--- src/rtl/ssc_pkg.sv ---
package ssc_pkg;
  // down-spread depth = nom * DEPTH_NUM / 2**DEPTH_SH  (~0.5%)
  localparam int unsigned DEPTH_NUM = 41;
  localparam int unsigned DEPTH_SH  = 13;
  typedef enum logic {DIR_DOWN = 1'b0, DIR_UP = 1'b1} tri_dir_e;
endpackage

--- src/rtl/ssc_sync.sv ---
module ssc_sync #(
  parameter int unsigned STAGES = 2
) (
  input  logic clk_i,
  input  logic rst_ni,
  input  logic req_ni,
  output logic en_o
);
  logic [STAGES-1:0] sync_q;
  always_ff @(posedge clk_i or negedge rst_ni) begin
    if (!rst_ni) sync_q <= '1;
    else         sync_q <= {sync_q[STAGES-2:0], req_ni};
  end
  assign en_o = ~sync_q[STAGES-1];
endmodule

--- src/rtl/ssc_tri_gen.sv ---
module ssc_tri_gen
  import ssc_pkg::*;
#(
  parameter int unsigned SB    = 6,
  parameter int unsigned DWELL = 100
) (
  input  logic        clk_i,
  input  logic        rst_ni,
  input  logic        en_i,
  output logic [SB:0] tri_o
);
  localparam int unsigned DW    = (DWELL > 2) ? $clog2(DWELL) : 1;
  localparam logic [SB:0] TOP   = (SB+1)'(1 << SB);
  localparam logic [DW-1:0] LAST = DW'(DWELL - 1);

  logic [DW-1:0] dwell_q;
  logic [SB:0]   tri_q;
  tri_dir_e      dir_q;

  always_ff @(posedge clk_i or negedge rst_ni) begin
    if (!rst_ni) begin
      dwell_q <= '0;
      tri_q   <= '0;
      dir_q   <= DIR_DOWN;
    end else if (dwell_q == LAST) begin
      dwell_q <= '0;
      if (tri_q == '0) begin
        // request sampled only at the top (zero offset)
        if (en_i) begin
          tri_q <= (SB+1)'(1);
          dir_q <= DIR_UP;
        end
      end else if (dir_q == DIR_UP) begin
        if (tri_q == TOP) begin
          tri_q <= TOP - (SB+1)'(1);
          dir_q <= DIR_DOWN;
        end else begin
          tri_q <= tri_q + (SB+1)'(1);
        end
      end else begin
        tri_q <= tri_q - (SB+1)'(1);
      end
    end else begin
      dwell_q <= dwell_q + DW'(1);
    end
  end

  assign tri_o = tri_q;
endmodule

--- src/rtl/ssc_word_calc.sv ---
module ssc_word_calc
  import ssc_pkg::*;
#(
  parameter int unsigned W  = 32,
  parameter int unsigned SB = 6
) (
  input  logic         clk_i,
  input  logic         rst_ni,
  input  logic [W-1:0] nom_i,
  input  logic [SB:0]  tri_i,
  output logic [W-1:0] word_o
);
  localparam int unsigned PW = W + 8;
  localparam int unsigned OW = W + SB + 1;

  logic [PW-1:0] depth_prod;
  logic [W-1:0]  depth;
  logic [OW-1:0] off_prod;
  logic [W-1:0]  offset;
  logic [W-1:0]  word_q;

  assign depth_prod = PW'(nom_i) * PW'(DEPTH_NUM);
  assign depth      = W'(depth_prod >> DEPTH_SH);
  assign off_prod   = OW'(depth) * OW'(tri_i);
  assign offset     = W'(off_prod >> SB);

  always_ff @(posedge clk_i or negedge rst_ni) begin
    if (!rst_ni) word_q <= '0;
    else         word_q <= nom_i - offset;
  end

  assign word_o = word_q;
endmodule

--- src/rtl/ssc_phase_acc.sv ---
module ssc_phase_acc #(
  parameter int unsigned W = 32
) (
  input  logic         clk_i,
  input  logic         rst_ni,
  input  logic [W-1:0] inc_i,
  output logic         msb_o
);
  logic [W-1:0] acc_q;
  always_ff @(posedge clk_i or negedge rst_ni) begin
    if (!rst_ni) acc_q <= '0;
    else         acc_q <= acc_q + inc_i;
  end
  assign msb_o = acc_q[W-1];
endmodule

--- src/rtl/ssc_modulator.sv ---
module ssc_modulator #(
  parameter int unsigned W     = 32,
  parameter int unsigned SB    = 6,
  parameter int unsigned DWELL = 100
) (
  input  logic         clk_i,
  input  logic         rst_ni,
  input  logic         spread_ni,
  input  logic [W-1:0] nom_word_i,
  input  logic [W-1:0] fix_word_i,
  output logic [W-1:0] mod_word_o,
  output logic         mod_clk_o,
  output logic         fix_clk_o
);
  logic        en_sync;
  logic [SB:0] tri_cnt;

  ssc_sync #(.STAGES(2)) u_sync (
    .clk_i(clk_i), .rst_ni(rst_ni), .req_ni(spread_ni), .en_o(en_sync)
  );

  ssc_tri_gen #(.SB(SB), .DWELL(DWELL)) u_tri (
    .clk_i(clk_i), .rst_ni(rst_ni), .en_i(en_sync), .tri_o(tri_cnt)
  );

  ssc_word_calc #(.W(W), .SB(SB)) u_word (
    .clk_i(clk_i), .rst_ni(rst_ni), .nom_i(nom_word_i), .tri_i(tri_cnt),
    .word_o(mod_word_o)
  );

  ssc_phase_acc #(.W(W)) u_mod_acc (
    .clk_i(clk_i), .rst_ni(rst_ni), .inc_i(mod_word_o), .msb_o(mod_clk_o)
  );

  // unmodulated path for the fixed domains
  ssc_phase_acc #(.W(W)) u_fix_acc (
    .clk_i(clk_i), .rst_ni(rst_ni), .inc_i(fix_word_i), .msb_o(fix_clk_o)
  );
endmodule

--- config.mk ---
export PLATFORM = sky130hd
export DESIGN_NAME = ssc_modulator
export DESIGN_NICKNAME = d
export VERILOG_FILES = /design/src/rtl/ssc_pkg.sv /design/src/rtl/ssc_sync.sv /design/src/rtl/ssc_tri_gen.sv /design/src/rtl/ssc_word_calc.sv /design/src/rtl/ssc_phase_acc.sv /design/src/rtl/ssc_modulator.sv
export SDC_FILE = /design/constraint.sdc
export NUM_CORES = 1
export LEC_CHECK = 0
export BUFFER_PORTS_ARGS = -buffer_cell sky130_fd_sc_hd__buf_2
export CAP_MARGIN = 30
export CORE_AREA = 4 4 192 194
export DETAILED_ROUTE_END_ITERATION = 10
export DIE_AREA = 0 0 196 198
export PLACE_DENSITY = 0.64
export SETUP_SLACK_MARGIN = 0.3
export SYNTH_ARGS = -nofsm -noshare
export SYNTH_HDL_FRONTEND = slang
export SYNTH_SLANG_ARGS = --single-unit
--- constraint.sdc ---
create_clock -name clk_i -period 9.4 [get_ports clk_i]
set_clock_uncertainty 0.2 [all_clocks]
set_input_delay 0.47 -clock clk_i [delete_from_list [all_inputs] [get_ports clk_i]]
set_output_delay 0.47 -clock clk_i [all_outputs]
set_load 0.03 [all_outputs]
==> results of run 1 <==
[sequential cells by signal, summed over array words and instances, names as in the netlist]
| register | flops |
|---|---|
| u_tri.tri_o | 7 |
| u_fix_acc.acc_q | 32 |
| u_mod_acc.acc_q | 32 |
| u_tri.dir_q | 1 |
| u_sync.sync_q | 2 |
| u_word.word_o | 32 |
| u_tri.dwell_q | 7 |
[placed cells by master (no fill, tap or decap), types with 28 or more instances in the layout]
master,n
o21ai_0,52
xor2_1,38
dfrtp_1,111
nand3_1,28
fa_1,135
a21o_1,48
xnor2_1,80
ha_1,212
and2_1,110
buf_4,223
a21oi_1,89
nor2_1,90
nand2_1,108
buf_2,96
inv_1,171
[stage by stage]
stage / instance area (um^2) / total power [W]
finish: 20000 / 0.00363
global route: 20000 / 0.00392
CTS: 19200 / 0.00355
detailed placement: 18400 / 0.00283
global placement: 18400 / 0.00277
floorplan: 15900 / 0.00216
[area by class of cell]
class                   instances  area (um^2)  area share (%)
clock buffers                  20          447            2.23
inverters                     174          653            3.26
clock inverters                12          134           0.668
diodes                          2         5.00          0.0250
repair buffers                334         2350            11.7
well taps                     461          577            2.88
flip-flops and latches        113         2830            14.1
multi-input cells            1378        13000            65.1
[cells by family (layout without fill, tap and decap cells)]
kind of cell	count (synthesis)	in the layout	synth area share [%]
AO/OA/AOI/OAI	374	374	16.7
XOR/XNOR	130	130	7.24
adder cells (fa/ha/maj)	380	380	37.0
buffers and inverters	207	540	4.95
flip-flops	113	113	18.0
multiplexers	6	6	0.382
other	0	2	0
AND/OR/NAND/NOR	488	488	15.7
[power breakdown]
part / internal, W / switching, W
Clock: 0.000397 / 0.000250
Sequential: 0.000665 / 0.0000580
Combinational: 0.00104 / 0.00122
Total: 0.00210 / 0.00153
[what timing repair did]
item                                    4_1_cts  5_1_grt
buffers inserted                              8       19
pin swaps                                    24       58
hold buffers                                  2        0
gates cloned                                  0        1
hold endpoints to repair                     57        0
endpoints found under the setup margin       13       21
resized for setup                            39      127
[critical path, delay by kind of cell]
| kind | cells | cell delay, ns |
|---|---|---|
| and+or+nand+nor | 6 | 0.90 |
| buffers and inverters | 6 | 0.75 |
| xor gates and xnor gates | 3 | 0.60 |
| adders and majority gates | 10 | 3.88 |
| AOI/OAI and AO/OA | 16 | 2.74 |
[routing by layer]
metal	wire length, um	GRT usage, %	vias up
li1	-	-	6470
met4	737	5.43	0
met5	0	0	-
met3	1350	2.60	48
met2	19800	36.1	244
met1	18200	26.7	6437
[worst max-delay path by stage]
stage / slack, ns / endpoint
after floorplan: 0.08 / u_word.word_o[31]
after global placement: -0.41 / u_word.word_o[26]
after detailed placement: -0.56 / u_word.word_o[31]
after CTS: 0.29 / u_word.word_o[31]
after global routing: -0.15 / u_word.word_o[31]
final: 0.19 / u_word.word_o[31]
==> metrics.txt, run 1 <==
Ports 101; # H-tree levels 4; CP arrival between 9 and 10 ns; top post-synthesis cells by count ha_1 (238), inv_1 (174), fa_1 (142); Slew Viols, Final 0; Peak VDD IR 0.161 mV; vias in the first global route 13800; largest net degree at the start of global routing 60; Post-DRT Antenna Nets 0; origin of the critical flop-to-flop path u_tri.tri_o[5]; slack of the critical path approximately 0.19 ns; full die area 0.0388 mm^2; Clock Tree Buf Depth 2; status completed; Crit Path Category input port to register; Leak 9.87 nW; row count 69; Die Ht 198 um; Avg WL per Cell 16.0 um; cell total after placement 2430; post-synthesis sequential area ratio 18.0%; initial antenna violation count 0; RSZ-0062 raised after global routing yes; R2R cell count 26; hold path start fix_word_i[0]; Synth Register Bits between 100 and 150; DRC 0; reg2reg end u_word.word_o[31]; clk sink count 113; Layout Nets 2465; Post-Syn Instances 1698; initial core utilization between 40% and 50%; first-pass iteration count of the detailed router 5; Yosys warning total 0; largest area contributor in the netlist ha_1; fin crit share 98.0%; CP Capture Type register; relative slew slack a little under a third; total number of vias 13200; CP max stage cell fa_1; crit-path max cell delay a little over 0.5 ns; number of flops mapped to enable cells by yosys 0; # setup viols final 0; launch point of the worst path nom_word_i[17]; routability cong. ~0.84; Post-Syn Area 0.0157 mm^2; Mapped Avg Cell Area about 9.3 um^2; Post-Place Worst Slack -0.563 ns; startpoint types input port; Final TNS setup 0 ns; post-synth cell types between 70 and 80; Area growth, synth to finish 27.4%; CTS root buffer clkbuf_16; Hold EP u_fix_acc.acc_q[0]; min-delay worst type input port to register; TritonCTS clock tree yes; DR vias/cell 5.29; Layout fillers about 3100; Post-synth top flop dfrtp_1; core area 0.0352 mm^2; post-synth top area share a little under a fifth; clock-pin slew reported for the worst setup and hold paths after clock tree synthesis about 0.060 ns; final WL 40.0 mm; PwrDens 181 mW/mm^2; total CTS buffers 17; share of layout cells above drive strength 1 a little over a quarter; Syn Nets 2145; crit path max fanout 4; fin crit period slightly above 9 ns; Total GRT Usage 20.5%; Core Util, Final 56.9%; final non-filler cell total 2494; CP required 9.56 ns; grt ovf 0; die width about 200 um; ys async rst share 100%; reg2reg setup slack 1.77 ns; first-pass GRT wire length 66.0 mm; clk_lat worst skew 0.44 ns; Final Hold Viols 0; Max-cap violations 0; Least-Margin Pin Slew 1.04 ns; Area contributors post-synth ha_1 (19%), fa_1 (18%), dfrtp_1 (18%); number of DRC violations after detailed-routing iteration 0 between 500 and 600; number of cells on the worst hold path 2; Fmax 109 MHz; hpwl dp 31.7 mm; hold_ws 0.0629 ns; most frequent cell after synthesis ha_1; Port Buffers 100
No activity file was read; power rests on OpenSTA's default activity.
==> run 2, diff against run 1 <==
- RECOVER_POWER: unset -> 100
==> metrics.txt, run 2 (synthesized netlist as in run 1, its figures left out) <==
status complete, but fails checks (was completed); violated checks max-capacitance violations, max-slew violations; met2 Resource Use GR 36.1% (unchanged); grt ovf 0 (unchanged); total CTS buffers 17 (unchanged); Crit Path Category input port to register (unchanged); Peak VDD IR 0.161 mV (about the same); fin crit period 9.20 ns (was 9.21 ns); hpwl dp 31.7 mm (unchanged); CP Capture Type register (unchanged); first-pass GRT wire length 66.0 mm (unchanged); number of DRC violations after detailed-routing iteration 0 606 (was 586); CP arrival 9.36 ns (was 9.37 ns); Top Usage Layer GRT met2 (unchanged); Port Buffers 100 (unchanged); met3 Usage GRT 2.60% (unchanged); Area growth, synth to finish 26.9% (was 27.4%); PwrDens 181 mW/mm^2 (about the same); Placed Area 0.0184 mm^2 (unchanged); DR vias/cell 5.30 (was 5.29); Die Ht 198 um (unchanged); clock-pin slew reported for the worst setup and hold paths after clock tree synthesis 0.06 ns (about the same); Avg WL per Cell 16.1 um (was 16.0 um); Layout fillers 3091 (was 3080); relative slew slack -123% (was 30.8%); die width 196 um (unchanged); # setup viols final 0 (unchanged); routability cong. 0.844 (unchanged); Final Hold Viols 0 (unchanged); RSZ-0062 raised after global routing yes (unchanged); min-delay worst type input port to register (unchanged); fin crit share 97.9% (was 98.0%); met1 Use GR 26.7% (unchanged); # H-tree levels 4 (unchanged); Ports 101 (unchanged); Leak 9.76 nW (was 9.87 nW); final WL 40.0 mm (about the same); CP required 9.56 ns (about the same); clk_lat worst skew 0.44 ns (about the same); largest net degree at the start of global routing 60 (unchanged); core area 0.0352 mm^2 (unchanged); Layout Nets 2465 (unchanged); share of layout cells above drive strength 1 24.5% (was 26.4%); DRC 0 (unchanged); initial core utilization 44.7% (unchanged); initial antenna violation count 0 (unchanged); CTS root buffer clkbuf_16 (unchanged); commonest non-fill, non-tap cell in the layout buf_4 (unchanged); clk sink count 113 (unchanged); PnR Total Power 0.00361 W (was 0.00363 W); vias in the first global route 13800 (unchanged); full die area 0.0388 mm^2 (unchanged); startpoint types input port (unchanged); first-pass iteration count of the detailed router 5 (unchanged); most frequent cells in the layout buf_4 (220), ha_1 (212), inv_1 (171), fa_1 (135), dfrtp_1 (111) (was buf_4 (223), ha_1 (212), inv_1 (171), fa_1 (135), dfrtp_1 (111)); Post-DRT Antenna Nets 0 (unchanged); Finished Cell Area 0.0200 mm^2 (about the same); Fmax 109 MHz (about the same); CP max stage cell fa_1 (unchanged); total number of vias 13200 (about the same); crit path max fanout 5 (was 4); Slew Viols, Final 116 (was 0); Max-cap violations 2 (was 0); Total GRT Usage 20.5% (unchanged); crit-path max cell delay 0.51 ns (about the same); Clock Tree Buf Depth 2 (unchanged); TritonCTS clock tree yes (unchanged); Least-Margin Pin Slew 3.34 ns (was 1.04 ns); row count 69 (unchanged)
run 2: cell types whose count changed in the layout (fill, tap and decap cells not counted), sizes merged:
| cell | change |
|---|---|
| buf | -37 |
| clkbuf | +37 |
run 2: worst paths after layout:
kind | startpoint | endpoint | slack [ns] | cells after the start
max in group asynchronous | rst_ni | u_mod_acc.acc_q[29] | 3.53 | 3
worst min register to register | u_sync.sync_q[0] | u_sync.sync_q[1] | 0.16 | 0
min in group asynchronous | rst_ni | u_fix_acc.acc_q[12] | 1.50 | 2
worst max register to register | u_tri.tri_o[1] | u_word.word_o[31] | 1.36 | 30
worst min-delay path | fix_word_i[0] | u_fix_acc.acc_q[0] | 0.06 | 2
worst max-delay path | nom_word_i[17] | u_word.word_o[31] | 0.20 | 40
run 2: layout make-up:
cell class | instances | area (um^2) | area share [%]
clock buffers | 20 | 447 | 2.24
flip-flops and latches | 113 | 2830 | 14.2
multi-input cells | 1378 | 13000 | 65.2
clock inverters | 12 | 134 | 0.670
inverters | 174 | 653 | 3.27
repair buffers | 334 | 2300 | 11.5
well taps | 461 | 577 | 2.89
diodes | 2 | 5.00 | 0.0251
run 2: metrics by stage:
step / hold slack (ns) / setup slack (ns) / setup TNS (ns) / utilization [%] / instances
6_report: 0.0625 / 0.201 / 0 / 56.7 / 2494
5_1_grt: 0.0568 / -0.146 / -0.803 / 56.7 / 2492
4_1_cts: 0.0480 / 0.294 / 0 / 54.6 / 2472
3_5_place_dp: 0.147 / -0.563 / -5.17 / 52.2 / 2430
3_3_place_gp: 0.147 / -0.413 / -3.80 / 52.2 / 2430
2_1_floorplan: -0.0256 / 0.0765 / 0 / - / 1698
run 2: per-layer routing:
layer  vias up  part of all wire, %
met5         -                    0
met4         0                  1.9
met3        48                  3.5
met2       256                   49
met1      6444                   45
li1       6467                    -
run 2: repair_timing:
action | 4_1_cts | 5_1_grt
endpoints found under the hold margin | 57 | 0
endpoints found under the setup margin | 13 | 21
gates resized for setup | 39 | 127
setup buffers | 8 | 19
gates cloned | 0 | 1
pin swaps | 24 | 58
hold buffers | 2 | 0
run 2: worst max-delay path, delay by kind of cell:
family | cells | cell delay, ns
simple gates | 6 | 0.92
buf+inv | 4 | 0.45
xor+xnor | 3 | 0.64
compound gates | 17 | 2.96
fa+ha+maj | 10 | 3.89
run 2: power by group:
group          leakage (nW)  internal (W)  switching, W
Sequential             1.33      0.000665     0.0000586
Clock                 0.269      0.000397      0.000249
Combinational          8.16       0.00103       0.00122
